$ cat config.mk
export PLATFORM = sky130hd
export DESIGN_NAME = pit_channel
export DESIGN_NICKNAME = d
export VERILOG_FILES = /design/src/rtl/pit_pkg.sv /design/src/rtl/pit_prescaler.sv /design/src/rtl/pit_counter.sv /design/src/rtl/pit_status.sv /design/src/rtl/pit_channel.sv
export SDC_FILE = /design/constraint.sdc
export NUM_CORES = 1
export LEC_CHECK = 0
export ABC_AREA = 0
export CORE_UTILIZATION = 50
export DETAILED_ROUTE_END_ITERATION = 7
export MAX_ROUTING_LAYER = met4
export PLACE_DENSITY = 0.77
export SYNTH_ARGS = -nofsm -noshare
export SYNTH_HDL_FRONTEND = slang
export SYNTH_SLANG_ARGS = --single-unit
export TNS_END_PERCENT = 5
$ cat constraint.sdc
create_clock -name clk -period 7.9 [get_ports clk]
set_input_delay 1.58 -clock clk [delete_from_list [all_inputs] [get_ports clk]]
set_output_delay 1.58 -clock clk [all_outputs]
set_load 0.01 [all_outputs]
$ cat src/rtl/pit_pkg.sv
package pit_pkg;
   localparam int CTRL_W   = 6;
   localparam int CB_STOP  = 0;
   localparam int CB_IVL   = 1;
   localparam int CB_DOWN  = 2;
   localparam int CB_MATCH = 3;
   localparam int CB_ZERO  = 4;
   localparam logic [CTRL_W-1:0] CTRL_RST_VAL = 6'h21;
endpackage

$ cat src/rtl/pit_prescaler.sv
module pit_prescaler #(
   parameter int PSC_W = 4
) (
   input  logic             clk,
   input  logic             rst_n,
   input  logic             restart,
   input  logic             en,
   input  logic [PSC_W-1:0] expo,
   output logic             tick
);
   localparam int PCNT_W = 1 << PSC_W;

   logic [PCNT_W-1:0] pcnt;
   logic [PCNT_W-1:0] lim;

   // terminal count is 2^(expo+1)-1
   always_comb begin
      lim  = {PCNT_W{1'b1}} >> (PCNT_W - 1 - int'(expo));
      tick = !en || (pcnt == lim);
   end

   always_ff @(posedge clk or negedge rst_n) begin
      if (!rst_n)
         pcnt <= '0;
      else if (restart)
         pcnt <= '0;
      else if (en)
         pcnt <= tick ? '0 : pcnt + 1'b1;
   end


   tick_gap_chk: assert property (@(posedge clk) disable iff (!rst_n)
      (en && tick && !restart) |=> !tick);
endmodule

$ cat src/rtl/pit_counter.sv
module pit_counter #(
   parameter int CNT_W = 16
) (
   input  logic             clk,
   input  logic             rst_n,
   input  logic             adv,
   input  logic             zero,
   input  logic             down,
   input  logic             use_lim,
   input  logic [CNT_W-1:0] limit,
   output logic [CNT_W-1:0] cnt_q,
   output logic [CNT_W-1:0] nxt,
   output logic [CNT_W-1:0] top,
   output logic             wrap
);
   always_comb begin
      top = use_lim ? limit : {CNT_W{1'b1}};
      if (down) begin
         wrap = (cnt_q == '0);
         nxt  = wrap ? top : cnt_q - 1'b1;
      end else begin
         wrap = (cnt_q >= top);
         nxt  = wrap ? '0 : cnt_q + 1'b1;
      end
   end

   always_ff @(posedge clk or negedge rst_n) begin
      if (!rst_n)
         cnt_q <= '0;
      else if (zero)
         cnt_q <= '0;
      else if (adv)
         cnt_q <= nxt;
   end


   hold_chk: assert property (@(posedge clk) disable iff (!rst_n)
      (!adv && !zero) |=> $stable(cnt_q));

   up_wrap_chk: assert property (@(posedge clk) disable iff (!rst_n)
      (adv && !zero && !down && wrap) |=> (cnt_q == '0));

   down_wrap_chk: assert property (@(posedge clk) disable iff (!rst_n)
      (adv && !zero && down && wrap) |=> (cnt_q == $past(top)));
endmodule

$ cat src/rtl/pit_status.sv
module pit_status #(
   parameter int CNT_W     = 16,
   parameter int NUM_MATCH = 3,
   localparam int STS_W    = NUM_MATCH + 3
) (
   input  logic                            clk,
   input  logic                            rst_n,
   input  logic                            adv,
   input  logic                            wrap,
   input  logic                            use_lim,
   input  logic                            match_en,
   input  logic [CNT_W-1:0]                nxt,
   input  logic [CNT_W-1:0]                top,
   input  logic [NUM_MATCH-1:0][CNT_W-1:0] match,
   input  logic                            clr,
   output logic [STS_W-1:0]                sts_q
);
   localparam int OVF_BIT = NUM_MATCH + 1;
   localparam int EVT_BIT = NUM_MATCH + 2;

   logic [STS_W-1:0] set;

   assign set[0]       = adv && wrap && use_lim;
   assign set[OVF_BIT] = adv && wrap && !use_lim;
   assign set[EVT_BIT] = 1'b0;

   for (genvar k = 0; k < NUM_MATCH; k++) begin : g_cmp
      assign set[k+1] = adv && match_en && (nxt == match[k]) && (match[k] <= top);
   end

   always_ff @(posedge clk or negedge rst_n) begin
      if (!rst_n)
         sts_q <= '0;
      else
         sts_q <= (clr ? '0 : sts_q) | set;
   end


   sticky_chk: assert property (@(posedge clk) disable iff (!rst_n)
      !clr |=> ((sts_q & $past(sts_q)) == $past(sts_q)));

   evt_zero_chk: assert property (@(posedge clk) disable iff (!rst_n)
      !sts_q[EVT_BIT]);
endmodule

$ cat src/rtl/pit_channel.sv
module pit_channel
   import pit_pkg::*;
#(
   parameter int CNT_W     = 16,
   parameter int PSC_W     = 4,
   parameter int NUM_MATCH = 3,
   localparam int STS_W    = NUM_MATCH + 3
) (
   input  logic                            clk,
   input  logic                            rst_n,
   input  logic                            clk_cfg_wr,
   input  logic [PSC_W:0]                  clk_cfg_wdata,
   input  logic                            ctrl_wr,
   input  logic [CTRL_W-1:0]               ctrl_wdata,
   input  logic [CNT_W-1:0]                interval,
   input  logic [NUM_MATCH-1:0][CNT_W-1:0] match,
   input  logic [STS_W-1:0]                irq_en,
   input  logic                            sts_clr,
   output logic [CNT_W-1:0]                count,
   output logic [STS_W-1:0]                status,
   output logic                            irq,
   output logic [CTRL_W-1:0]               ctrl_q
);
   if (CNT_W < 2) begin : g_bad_cnt
      $error("CNT_W must be at least 2");
   end
   if (PSC_W < 1 || PSC_W > 5) begin : g_bad_psc
      $error("PSC_W must be 1..5");
   end

   logic [PSC_W:0]   clk_cfg_q;
   logic             tick, adv, zero;
   logic [CNT_W-1:0] nxt, top;
   logic             wrap;

   always_ff @(posedge clk or negedge rst_n) begin
      if (!rst_n) begin
         clk_cfg_q <= '0;
         ctrl_q    <= CTRL_RST_VAL;
      end else begin
         if (clk_cfg_wr)
            clk_cfg_q <= clk_cfg_wdata;
         if (ctrl_wr)
            ctrl_q <= ctrl_wdata & ~(CTRL_W'(1) << CB_ZERO);
      end
   end

   assign zero = ctrl_wr && ctrl_wdata[CB_ZERO];
   assign adv  = tick && !ctrl_q[CB_STOP] && !zero;

   pit_prescaler #(.PSC_W(PSC_W)) u_psc (
      .clk     (clk),
      .rst_n   (rst_n),
      .restart (clk_cfg_wr || ctrl_q[CB_STOP]),
      .en      (clk_cfg_q[0]),
      .expo    (clk_cfg_q[PSC_W:1]),
      .tick    (tick)
   );

   pit_counter #(.CNT_W(CNT_W)) u_cnt (
      .clk     (clk),
      .rst_n   (rst_n),
      .adv     (adv),
      .zero    (zero),
      .down    (ctrl_q[CB_DOWN]),
      .use_lim (ctrl_q[CB_IVL]),
      .limit   (interval),
      .cnt_q   (count),
      .nxt     (nxt),
      .top     (top),
      .wrap    (wrap)
   );

   pit_status #(.CNT_W(CNT_W), .NUM_MATCH(NUM_MATCH)) u_sts (
      .clk      (clk),
      .rst_n    (rst_n),
      .adv      (adv),
      .wrap     (wrap),
      .use_lim  (ctrl_q[CB_IVL]),
      .match_en (ctrl_q[CB_MATCH]),
      .nxt      (nxt),
      .top      (top),
      .match    (match),
      .clr      (sts_clr),
      .sts_q    (status)
   );

   assign irq = |(status & irq_en);


   ctrl_zero_bit_chk: assert property (@(posedge clk) disable iff (!rst_n)
      !ctrl_q[CB_ZERO]);

   zero_write_chk: assert property (@(posedge clk) disable iff (!rst_n)
      zero |=> (count == '0));
endmodule

== Yosys cells after proc, flatten, opt, wreduce, memory -nomap -nowiden ==
Index checks and enable logic that the tools add are counted.
W data, S select, Z words.

* Mux-type cells: 11
* Shifts and indexed selects: 1
* Div/mod/pow operators: 0
* Reductions and logical operators: 23
* Multipliers: 0
* Add/subtract/negate cells: 4
* Equal/unequal tests: 4
* Bitwise logic cells: 2
* $lt $le $gt $ge: 4

{| class="wikitable"
|+ Operators with widths
! kind !! number
|-
| $mux W16 || 9
|-
| $eq A16 B16 Y1 || 4
|-
| $le A16 B16 Y1 || 3
|-
| $add A16 B1 Y16 const B || 2
|-
| $shr A16 B32 Y16 const A || 1
|-
| $ge A16 B16 Y1 || 1
|-
| $logic_not A16 Y1 || 1
|-
| $sub A16 B1 Y16 const B || 1
|-
| $logic_and A1 B1 Y1 || 13
|-
| $and A6 B6 Y6 || 1
|-
| $mux W6 || 1
|-
| $or A6 B5 Y6 || 1
|-
| $reduce_or A6 Y1 || 1
|-
| $sub A4 B4 Y5 const A || 1
|-
| $logic_not A1 Y1 || 4
|-
| $reduce_bool A2 Y1 || 2
|-
| $logic_or A1 B1 Y1 || 2
|-
| $mux W1 || 1
|}

* Bits of input ports: 86
* Bits in writable memories: 0
* Memories kept: 0
* ROM bits: 0
* Bits in latches: 0
* Flip-flop bits (word level): 48

== Longest topological paths before layout ==
Gate-level depths: netlist of run 1.

* Depth in word-level cells: 10
* Mapped depth: 13

== Cells and area by module ==
Synthesis of run 1 repeated with hierarchy kept, for this count alone.

* Cell total of the unflattened synthesis: 734
* Area total of the unflattened synthesis: 6025.8 sq um

{| class="wikitable"
|+ Modules (own cells, without submodules)
! module !! area each (sq um) !! cells an instance !! sequential area each (sq um) !! instances
|-
| pit_counter || 2419.8 || 322 || 400.4 || 1
|-
| pit_status || 1830.5 || 233 || 125.1 || 1
|-
| pit_prescaler || 1343.8 || 150 || 400.4 || 1
|-
| pit_channel || 431.7 || 29 || 252.7 || 1
|}

== Worst setup path before layout of run 1 ==
No wires, ideal clock.

* Kind: in2reg
* Start point: input interval[7]
* End point: register u_sts.sts_q[2]
* Path slack: 3.503 ns
* Data arrival time: 4.317 ns
* Setup time: 0.081 ns
* Buffers on the path: 0
* Data required time: 7.819 ns
* Stages: 11
* Path through: nor2_1 ha_1 nand4_1 nor2_1 a211o_1 a221o_1 a21oi_1 xnor2_1 nand4_1 or4_1 o22ai_2

* Word-level cells in the longest chain between the ends: 8
* Elaborated cells between the ends (all ways): 10

{| class="wikitable"
|+ RTL lines
! what !! line !! RTL
|-
| start: declaration || pit_channel.sv:15 || <nowiki>input logic [CNT_W-1:0] interval,</nowiki>
|-
| $mux W16 (*) || pit_counter.sv:17 || <nowiki>top = use_lim ? limit : {CNT_W{1'b1}};</nowiki>
|-
| $ge A16 B16 Y1 || pit_counter.sv:22 || <nowiki>wrap = (cnt_q >= top);</nowiki>
|-
| $mux W16 || pit_counter.sv:23 || <nowiki>nxt = wrap ? '0 : cnt_q + 1'b1;</nowiki>
|-
| $mux W16 || pit_counter.sv:18 || <nowiki>if (down) begin</nowiki>
|-
| $eq A16 B16 Y1 || pit_status.sv:28 || <nowiki>assign set[k+1] = adv && match_en && (nxt == match[k]) && (match[k] <= top);</nowiki>
|-
| $logic_and A1 B1 Y1 || pit_status.sv:28 ||
|-
| $logic_and A1 B1 Y1 (*) || pit_status.sv:28 ||
|-
| $or A6 B5 Y6 (*) || pit_status.sv:35 || <nowiki>sts_q <= (clr ? '0 : sts_q) | set;</nowiki>
|-
| end signal: assignment || pit_status.sv:35 ||
|-
| end: declaration || pit_status.sv:16 || <nowiki>output logic [STS_W-1:0] sts_q</nowiki>
|}

Every way passes the cells marked *; elsewhere a longest branch is shown, timed or not.
A chain may end at the register's enable or synchronous reset.

== Worst setup path in the final report of run 1 ==
* Start point: input interval[15]
* End point: register u_sts.sts_q[2]

Same word-level chain as after synthesis.

==> impl_metrics.csv, run 1 <==
group,metric,value,unit
power,p_leak,2.81,nW
worst_setup_path,crit_path_top_delay_cell,"a221oi_2",
synth,synth_top_area_cell,"dfrtp_1",
grt,track_usage,33.3,%
floorplanning,fp.dieW,107,um
route,drc,0,
power,power_density,274,nW/um^2
timing,final.setup_skew,0.00677,ns
synth,synth_seq_cells,47,
clock_tree,tritoncts,"done",
grt,antenna_found_initial,0,
route,dr.first_iter.drc_count,487,
synth,async_flop_share,100,%
route,via_per_inst,6.35,
timing,drv_slew,0,
synth,ys_top_cells_by_area,"dfrtp_1 20%, ha_1 15%, o21ai_0 5.6%, xor2_1 5.6%, xnor2_1 5.3%",
timing,rsz0062_at_grt,"no",
finish,nets,907,
synth,synth_area,5500,um^2
floorplanning,die_h,107,um
clock_tree,cts_max_path_buffers,2,
placement,placed_area,6620,um^2
synth,synth_edf_count,0,
power,peakVddDrop,0.225,mV
clock_tree,cts_buffers,5,
clock_tree,cts_max_level,2,
route,firstDrtPassIters,7,
timing,hold_viol_final,0,
run_status,outcome,"complete, no violations",
synth,seq_area_frac_synth,21.4,%
worst_setup_path,crit_path_start_kind,"input port",
synth,synth_ff_type,"dfrtp_1",
worst_setup_path,crit_arrival,5.60,ns
clock_tree,clock_latency,0.31,ns
min_path,worstHoldPathCells,2,
floorplanning,dieArea,11400,um^2
worst_setup_path,slowest_delay,0.65,ns
clock_tree,post_cts_buffers,0,
worst_setup_path,r2r_slack,3.02,ns
synth,syn_avg_cell_area,8.15,um^2
floorplanning,core_area,10500,um^2
timing,fin_tns_setup,0,ns
job,cap_viol_max_count,0,
grt,first_global_vias,5430,
placement,detailed_place_hpwl,14.6,mm
route,postRouteAntennaNets,0,
worst_setup_path,path_cells,"clkdlybuf4s50_1 > nor2_1 > ha_1 > a21oi_1 > o21ai_0 > o21bai_1 > a221oi_2 > o211ai_1 > xnor2_1 > nand4_1 > or4_1 > o22ai_2",
clock_tree,clock_sinks,47,
synth,yosysWarnings,0,
clock_tree,ctsRootBufferMaster,"clkbuf_8",
floorplanning,rows,37,
timing,period_needed,5.36,ns
power,p_total,1.84,mW
clock_tree,hold_buffers,0,
worst_setup_path,cp_max_fo,9,
worst_setup_path,rr_worst_depth,12,
grt,grt_max_degree,48,
finish,finalInstanceArea,6730,um^2
route,totalWireLength,18.3,mm
floorplanning,io_pins,115,
worst_setup_path,reg2reg_to,"u_sts.sts_q[2]",
min_path,hold_class,"reg -> reg",
finish,antenna_cells,0,
finish,syn2layout_area_growth,22.3,%
finish,fillCellCount,906,
clock_tree,cts_resized,0,
floorplanning,start_util,52.4,%
synth,yosysTopAreaCellShare,20.5,%
route,wl_per_cell,20.5,um
worst_setup_path,critPathCaptureType,"flip-flop",
worst_setup_path,criticalPathCategory,"in -> reg",
worst_setup_path,critPathRequiredTime,8.14,ns
finish,layout_common_cells,"110 x clkdlybuf4s50_1, 64 x ha_1, 62 x o21ai_0",
timing,min_period_over_period,67.8,%
clock_tree,path_clk_slew,0.10,ns
timing,worst_pin_slew,0.905,ns
timing,whs,0.562,ns
timing,slew_headroom,39.6,%
timing,clock.fmax,0.187,GHz
grt,grt_pass1_wl,28.5,mm
placement,place_congestion,0.997,
synth,netlist_instances,675,
timing,setup-violations-final,0,
route,dr_total_vias,5674,
min_path,whs_endpoint,"u_sts.sts_q[4]",
finish,drive_above_1_share,5.41,%
placement,io_buffers,111,
finish,layout_commonest_cell,"clkdlybuf4s50_1",
grt,overflow,0,
min_path,min-delay-start,"u_sts.sts_q[4]",
synth,synth_cell_type_count,75,
worst_setup_path,timing.rr.start,"ctrl_q[1]",
==> where the power goes <==
part / internal [mW] / switching [mW]
combinational: 0.539 / 0.700
clock: 0.0956 / 0.0957
sequential: 0.278 / 0.134
==> Yosys cell counts, types with 3 or more instances <==
master	instances
buf_2	6
nand2b_1	18
clkbuf_1	26
o21ai_0	62
a21oi_1	26
nor2_1	61
a22oi_1	5
a21o_1	7
a22o_1	10
mux2_2	10
xnor2_1	33
ha_1	64
mux2i_1	5
or4_1	3
o22ai_1	5
a31oi_1	6
or3_1	6
dfrtp_1	45
a211o_1	3
nand2_1	37
and3_1	15
nand3_1	18
o221ai_1	3
a211oi_1	8
nor3_1	20
o31ai_1	4
buf_4	8
a221oi_1	4
nand4_1	23
nor4_1	16
xor2_1	35
nor2b_1	7
inv_1	18
==> cell families after synthesis <==
| group | share of synthesized area (%) |
|---|---|
| other | 0.0681 |
| and+or+nand+nor | 23.4 |
| buffers and inverters | 4.98 |
| DFF | 21.4 |
| AOI/OAI and AO/OA | 21.4 |
| muxes | 2.96 |
| xor gates and xnor gates | 10.8 |
| adders and majority gates | 14.9 |
==> critical path, delay by kind of cell <==
| kind | cells | cell delay (ns) |
|---|---|---|
| xor+xnor | 1 | 0.26 |
| fa+ha+maj | 1 | 0.37 |
| compound gates | 6 | 1.84 |
| buf+inv | 1 | 0.40 |
| simple gates | 3 | 1.11 |
==> sequential cells by signal (all words and copies together), names as in the netlist <==
| signal | cells |
|---|---|
| u_cnt.cnt_q | 16 |
| u_psc.pcnt | 16 |
| u_sts.sts_q | 5 |
| clk_cfg_q | 5 |
| ctrl_q | 5 |
==> area by class of cell <==
type                            count  area, um^2  share of cell area [%]
Multi-Input combinational cell    568        4060                    60.3
Sequential cell                    47        1180                    17.5
Timing Repair Buffer              115        1140                    16.9
Tap cell                          136         170                    2.53
Inverter                           20        75.1                    1.12
Clock buffer                        5        68.8                    1.02
Clock inverter                      3        46.3                   0.688
==> layer usage <==
metal	vias up	share of wire [%]	track usage, %	routed length, um
met5	-	0	-	0
met4	0	2.8	11.4	507
met3	41	8.0	3.83	1460
met2	294	46	51.9	8420
met1	2675	43	44.9	7930
li1	2664	-	-	-
==> worst max-delay path by stage <==
| stage | startpoint | to |
|---|---|---|
| after detailed placement | interval[15] | u_sts.sts_q[2] |
| after CTS | interval[15] | u_sts.sts_q[2] |
| final | interval[15] | u_sts.sts_q[2] |
| after global routing | interval[7] | u_sts.sts_q[1] |
| after global placement | interval[7] | u_sts.sts_q[1] |
| after floorplan | interval[7] | u_sts.sts_q[2] |
==> stage by stage <==
step / cells / utilization, % / setup WS (ns)
detailed placement: 886 / 62.9 / 2.38
finish: 894 / 64.0 / 2.54
global placement: 886 / 62.9 / 2.42
CTS: 894 / 64.0 / 2.72
floorplan: 676 / - / 3.50
global route: 894 / 64.0 / 2.43
Note: power is estimated with default switching activity, not from simulation.
==> run 2, diff against run 1 <==
- clock period: 7.9 -> 5.4 ns (I/O delays scaled with it)
==> run 2 against run 1 <==
Net effect: first-iteration DRC count rose by 10%; clock-buffer cell count did not move; worst setup slack got worse by 1.7 ns; register-to-register slack got worse by 2.2 ns; sequential share of layout area fell by 0.28 points; critical path type unchanged; clock power rose by 45%.
==> impl_metrics.csv, run 2 (same netlist as run 1, synthesis figures left out) <==
group,metric,value,unit
finish,fillCellCount,897,
worst_setup_path,critPathLaunch,"interval[5]",
worst_setup_path,cp_max_fo,4,
placement,detailed_place_hpwl,15.1,mm
placement,io_buffers,111,
floorplanning,die_h,107,um
timing,min_period_over_period,85.2,%
finish,nets,922,
grt,first_global_vias,5657,
clock_tree,cts_resized,0,
worst_setup_path,rr_worst_depth,12,
timing,slew_headroom,22.1,%
clock_tree,post_cts_buffers,0,
worst_setup_path,criticalPathCategory,"in -> reg",
clock_tree,tritoncts,"done",
worst_setup_path,reg2reg_to,"u_sts.sts_q[3]",
timing,worst_pin_slew,1.17,ns
route,via_per_inst,6.46,
floorplanning,io_pins,115,
finish,antenna_cells,0,
finish,layout_common_cells,"110 x clkdlybuf4s50_1, 64 x ha_1, 62 x o21ai_0",
clock_tree,cts_max_level,2,
finish,drive_above_1_share,7.24,%
timing,rsz0062_at_grt,"no",
worst_setup_path,cp-endpoint,"u_sts.sts_q[3]",
route,dr_total_vias,5875,
floorplanning,rows,37,
power,p_leak,2.89,nW
power,peakVddDrop,0.305,mV
finish,layout_commonest_cell,"clkdlybuf4s50_1",
finish,top_regs,"u_cnt.cnt_q: 16 flops, u_psc.pcnt: 16 flops",
grt,grt_max_degree,48,
timing,drv_slew,0,
job,cap_viol_max_count,0,
placement,place_congestion,0.987,
clock_tree,cts_max_path_buffers,2,
floorplanning,dieArea,11400,um^2
clock_tree,path_clk_slew,0.10,ns
min_path,min-delay-start,"u_psc.pcnt[15]",
timing,setup-violations-final,0,
run_status,outcome,"complete, no violations",
clock_tree,cts_buffers,5,
worst_setup_path,crit_path_start_kind,"input port",
route,firstDrtPassIters,5,
worst_setup_path,critPathCaptureType,"flip-flop",
route,dr.first_iter.drc_count,537,
timing,final.setup_skew,0.0148,ns
worst_setup_path,timing.rr.start,"ctrl_q[1]",
clock_tree,clock_latency,0.31,ns
grt,grt_pass1_wl,29.8,mm
grt,overflow,0,
clock_tree,ctsRootBufferMaster,"clkbuf_8",
worst_setup_path,r2r_slack,0.86,ns
route,drc,0,
timing,hold_viol_final,0,
route,wl_per_cell,20.9,um
power,power_density,400,nW/um^2
grt,antenna_found_initial,0,
timing,clock.fmax,0.217,GHz
route,postRouteAntennaNets,0,
timing,whs,0.564,ns
clock_tree,hold_buffers,0,
timing,fin_tns_setup,0,ns
route,totalWireLength,19.0,mm
clock_tree,clock_sinks,47,
finish,syn2layout_area_growth,24.3,%
floorplanning,start_util,52.4,%
floorplanning,fp.dieW,107,um
floorplanning,core_area,10500,um^2
timing,period_needed,4.60,ns
worst_setup_path,crit_arrival,4.85,ns
min_path,hold_class,"reg -> reg",
grt,track_usage,34.8,%
worst_setup_path,critPathRequiredTime,5.65,ns
-- run 2: cell count changes in the layout (fill, tap and decap cells not counted) --
cell,before,now
buf_4,4,19
clkinv_2,0,1
clkinv_4,0,1
clkinvlp_4,1,0
inv_6,1,0
-- run 2: through the flow --
stage	power, mW	worst slack (ns)	instance area (um^2)	util [%]	cells
2_1_floorplan	1.84	1.50	5510	-	676
3_3_place_gp	2.37	0.681	6730	64.0	901
3_5_place_dp	2.41	0.596	6730	64.0	901
4_1_cts	2.69	0.888	6840	65.1	909
5_1_grt	2.89	0.695	6840	65.1	909
6_report	2.74	0.798	6840	65.1	909
-- run 2: final cells by class --
type                       instances  area [um^2]  share of cell area, %
clock inverter                     3         43.8                  0.640
sequential                        47         1180                   17.2
clock buffer                       5         68.8                   1.01
multi-input combinational        568         4060                   59.3
timing repair buffer             130         1250                   18.3
tap                              136          170                   2.49
inverter                          20         75.1                   1.10
-- run 2: worst max-delay path, stage by stage --
cell and delay (ns):
clkdlybuf4s50_1 0.45, nor2_1 0.43, ha_1 0.35, a211oi_1 0.25, nor2_1 0.08, a211o_1 0.29, a221oi_2 0.53, nand3_1 0.39
xor2_1 0.28, nand4_1 0.13, nor4_1 0.35, a32o_1 0.22
-- run 2: how the worst min path moves through the flow --
stage	end	slack, ns	cells after the start
final	u_psc.pcnt[15]	0.56	2
after global routing	u_psc.pcnt[15]	0.61	2
after CTS	u_sts.sts_q[1]	0.57	2
after detailed placement	u_sts.sts_q[1]	0.54	2
after global placement	u_psc.pcnt[15]	0.53	2
after floorplan	u_sts.sts_q[4]	0.49	1
-- run 2: report_power, final --
| part | internal (mW) | switching (mW) | leakage [nW] |
|---|---|---|---|
| registers | 0.407 | 0.201 | 0.625 |
| clock network | 0.138 | 0.138 | 0.0581 |
| logic | 0.812 | 1.04 | 2.21 |
| total | 1.36 | 1.38 | 2.89 |
-- run 2: per-layer routing --
metal	track usage (%)	wire length, um	part of all wire [%]
met4	10.2	527	2.8
met5	-	0	0
met3	2.98	1450	7.6
met2	55.6	8920	47
met1	47.0	8090	43
==> run 3, diff against run 2 <==
- CORE_UTILIZATION: 50 -> 49
- CTS_BUF_LIST: not set -> sky130_fd_sc_hd__clkbuf_4 sky130_fd_sc_hd__clkbuf_8
- PLACE_DENSITY: 0.77 -> 0.79
- TNS_END_PERCENT: 5 -> not set
- clock period: 5.4 -> 4.1 ns (I/O delays scaled with it)
==> run 3 against run 2 <==
Net effect: final cell count up 3.9%; register-to-register slack lost 0.61 ns; sequential cell count did not move; design area is 4.0% higher; critical path depth rose by 1; critical path type unchanged; critical endpoint unchanged.
==> impl_metrics.csv, run 3 (same netlist as run 1, synthesis figures left out) <==
group,metric,value,unit
timing,final.setup_skew,0.00674,ns
timing,min_period_over_period,94.4,%
grt,track_usage,33.9,%
timing,hold_viol_final,0,
clock_tree,cts_max_path_buffers,2,
min_path,whs_endpoint,"u_sts.sts_q[4]",
floorplanning,fp.dieW,108,um
min_path,min-delay-start,"u_sts.sts_q[4]",
finish,fillCellCount,943,
floorplanning,core_area,10900,um^2
floorplanning,start_util,50.6,%
worst_setup_path,crit_arrival,4.12,ns
clock_tree,hold_buffers,0,
worst_setup_path,timing.rr.start,"ctrl_q[1]",
timing,rsz0062_at_grt,"no",
power,power_density,551,nW/um^2
floorplanning,dieArea,11700,um^2
timing,period_needed,3.87,ns
grt,overflow,0,
timing,drv_slew,0,
route,firstDrtPassIters,8,
worst_setup_path,critPathRequiredTime,4.36,ns
worst_setup_path,rr_worst_depth,13,
route,drc,0,
timing,setup-violations-final,0,
route,dr.first_iter.drc_count,524,
finish,syn2layout_area_growth,29.2,%
power,p_leak,3.05,nW
clock_tree,clock_latency,0.31,ns
finish,nets,953,
finish,multi_input_area,4060,um^2
finish,seq_area,1180,um^2
finish,finalInstanceArea,7110,um^2
worst_setup_path,critPathCaptureType,"flip-flop",
timing,slew_headroom,29.0,%
route,via_per_inst,6.26,
clock_tree,cts_max_level,2,
worst_setup_path,crit_path_start_kind,"input port",
timing,worst_pin_slew,1.07,ns
job,cap_viol_max_count,0,
route,totalWireLength,18.8,mm
placement,detailed_place_hpwl,15.3,mm
route,dr_total_vias,5909,
clock_tree,clock_sinks,47,
clock_tree,tritoncts,"done",
worst_setup_path,r2r_slack,0.25,ns
power,peakVddDrop,0.406,mV
worst_setup_path,cp_max_fo,4,
floorplanning,die_h,108,um
route,postRouteAntennaNets,0,
floorplanning,rows,38,
grt,grt_pass1_wl,29.4,mm
finish,drive_above_1_share,11.1,%
finish,antenna_cells,0,
grt,first_global_vias,5775,
timing,whs,0.566,ns
floorplanning,io_pins,115,
timing,clock.fmax,0.258,GHz
grt,grt_max_degree,48,
placement,io_buffers,111,
placement,place_congestion,0.922,
clock_tree,ctsRootBufferMaster,"clkbuf_8",
clock_tree,cts_buffers,5,
power,p_total,3.92,mW
route,wl_per_cell,19.9,um
finish,layout_common_cells,"110 x clkdlybuf4s50_1, 64 x ha_1, 62 x o21ai_0",
min_path,hold_class,"reg -> reg",
clock_tree,path_clk_slew,0.10,ns
worst_setup_path,reg2reg_to,"u_sts.sts_q[3]",
finish,top_regs,"u_cnt.cnt_q: 16 flops, u_psc.pcnt: 16 flops",
placement,placed_area,6970,um^2
run_status,outcome,"complete, no violations",
grt,antenna_found_initial,0,
min_path,worstHoldPathCells,2,
finish,layout_commonest_cell,"clkdlybuf4s50_1",
worst_setup_path,criticalPathCategory,"in -> reg",
-- run 3: through the flow --
stage	setup WS, ns	setup TNS, ns	cells	util, %
after global routing	0.0613	0	944	65.3
after detailed placement	-0.116	-0.262	936	64.0
after floorplan	0.463	0	676	-
final	0.230	0	944	65.3
after CTS	0.146	0	944	65.2
after global placement	-0.0132	-0.0132	936	64.0
-- run 3: how the worst max path moves through the flow --
stage            startpoint              to  slack (ns)
2_1_floorplan   interval[7]  u_sts.sts_q[2]        0.46
3_3_place_gp   interval[15]  u_sts.sts_q[1]       -0.01
3_5_place_dp   interval[11]  u_sts.sts_q[3]       -0.12
4_1_cts           ctrl_q[1]  u_sts.sts_q[3]        0.15
5_1_grt           ctrl_q[1]  u_sts.sts_q[2]        0.06
6_report        interval[1]  u_sts.sts_q[3]        0.23
-- run 3: what timing repair did --
| item | 4_1_cts | 5_1_grt |
|---|---|---|
| setup endpoints to repair | 0 | 3 |
| hold endpoints to repair | 0 | 0 |
| buffers inserted | 0 | 0 |
| gates resized for setup | 0 | 2 |
-- run 3: layout make-up --
cell class / instances / share of cell area [%]
multi-input combinational: 568 / 57.1
timing repair buffer: 161 / 20.8
sequential: 47 / 16.6
tap: 140 / 2.46
inverter: 20 / 1.11
clock buffer: 6 / 1.07
clock inverter: 2 / 0.845
-- run 3: per-layer routing --
metal  routed length, um  up-vias  global-route usage [%]
met4                 551        0                    10.8
met3                1370       48                    5.85
met1                8120     2841                    44.4
li1                    -     2758                       -
met5                   0        -                       -
met2                8740      262                    53.0
-- run 3: where the power goes --
part / switching [mW] / internal, mW
clock network: 0.169 / 0.251
registers: 0.169 / 0.538
logic: 1.53 / 1.27
total: 1.87 / 2.06
-- run 3: worst max-delay path, stage by stage --
cell and delay [ns]:
clkdlybuf4s50_1 0.44, nor2_1 0.21, ha_1 0.29, nor2b_1 0.14, o221ai_1 0.33, a2111oi_2 0.15, a221oi_2 0.43, o211ai_2 0.21
buf_4 0.21, xor2_1 0.15, nand4_1 0.11, nor3_1 0.39, a32o_1 0.22
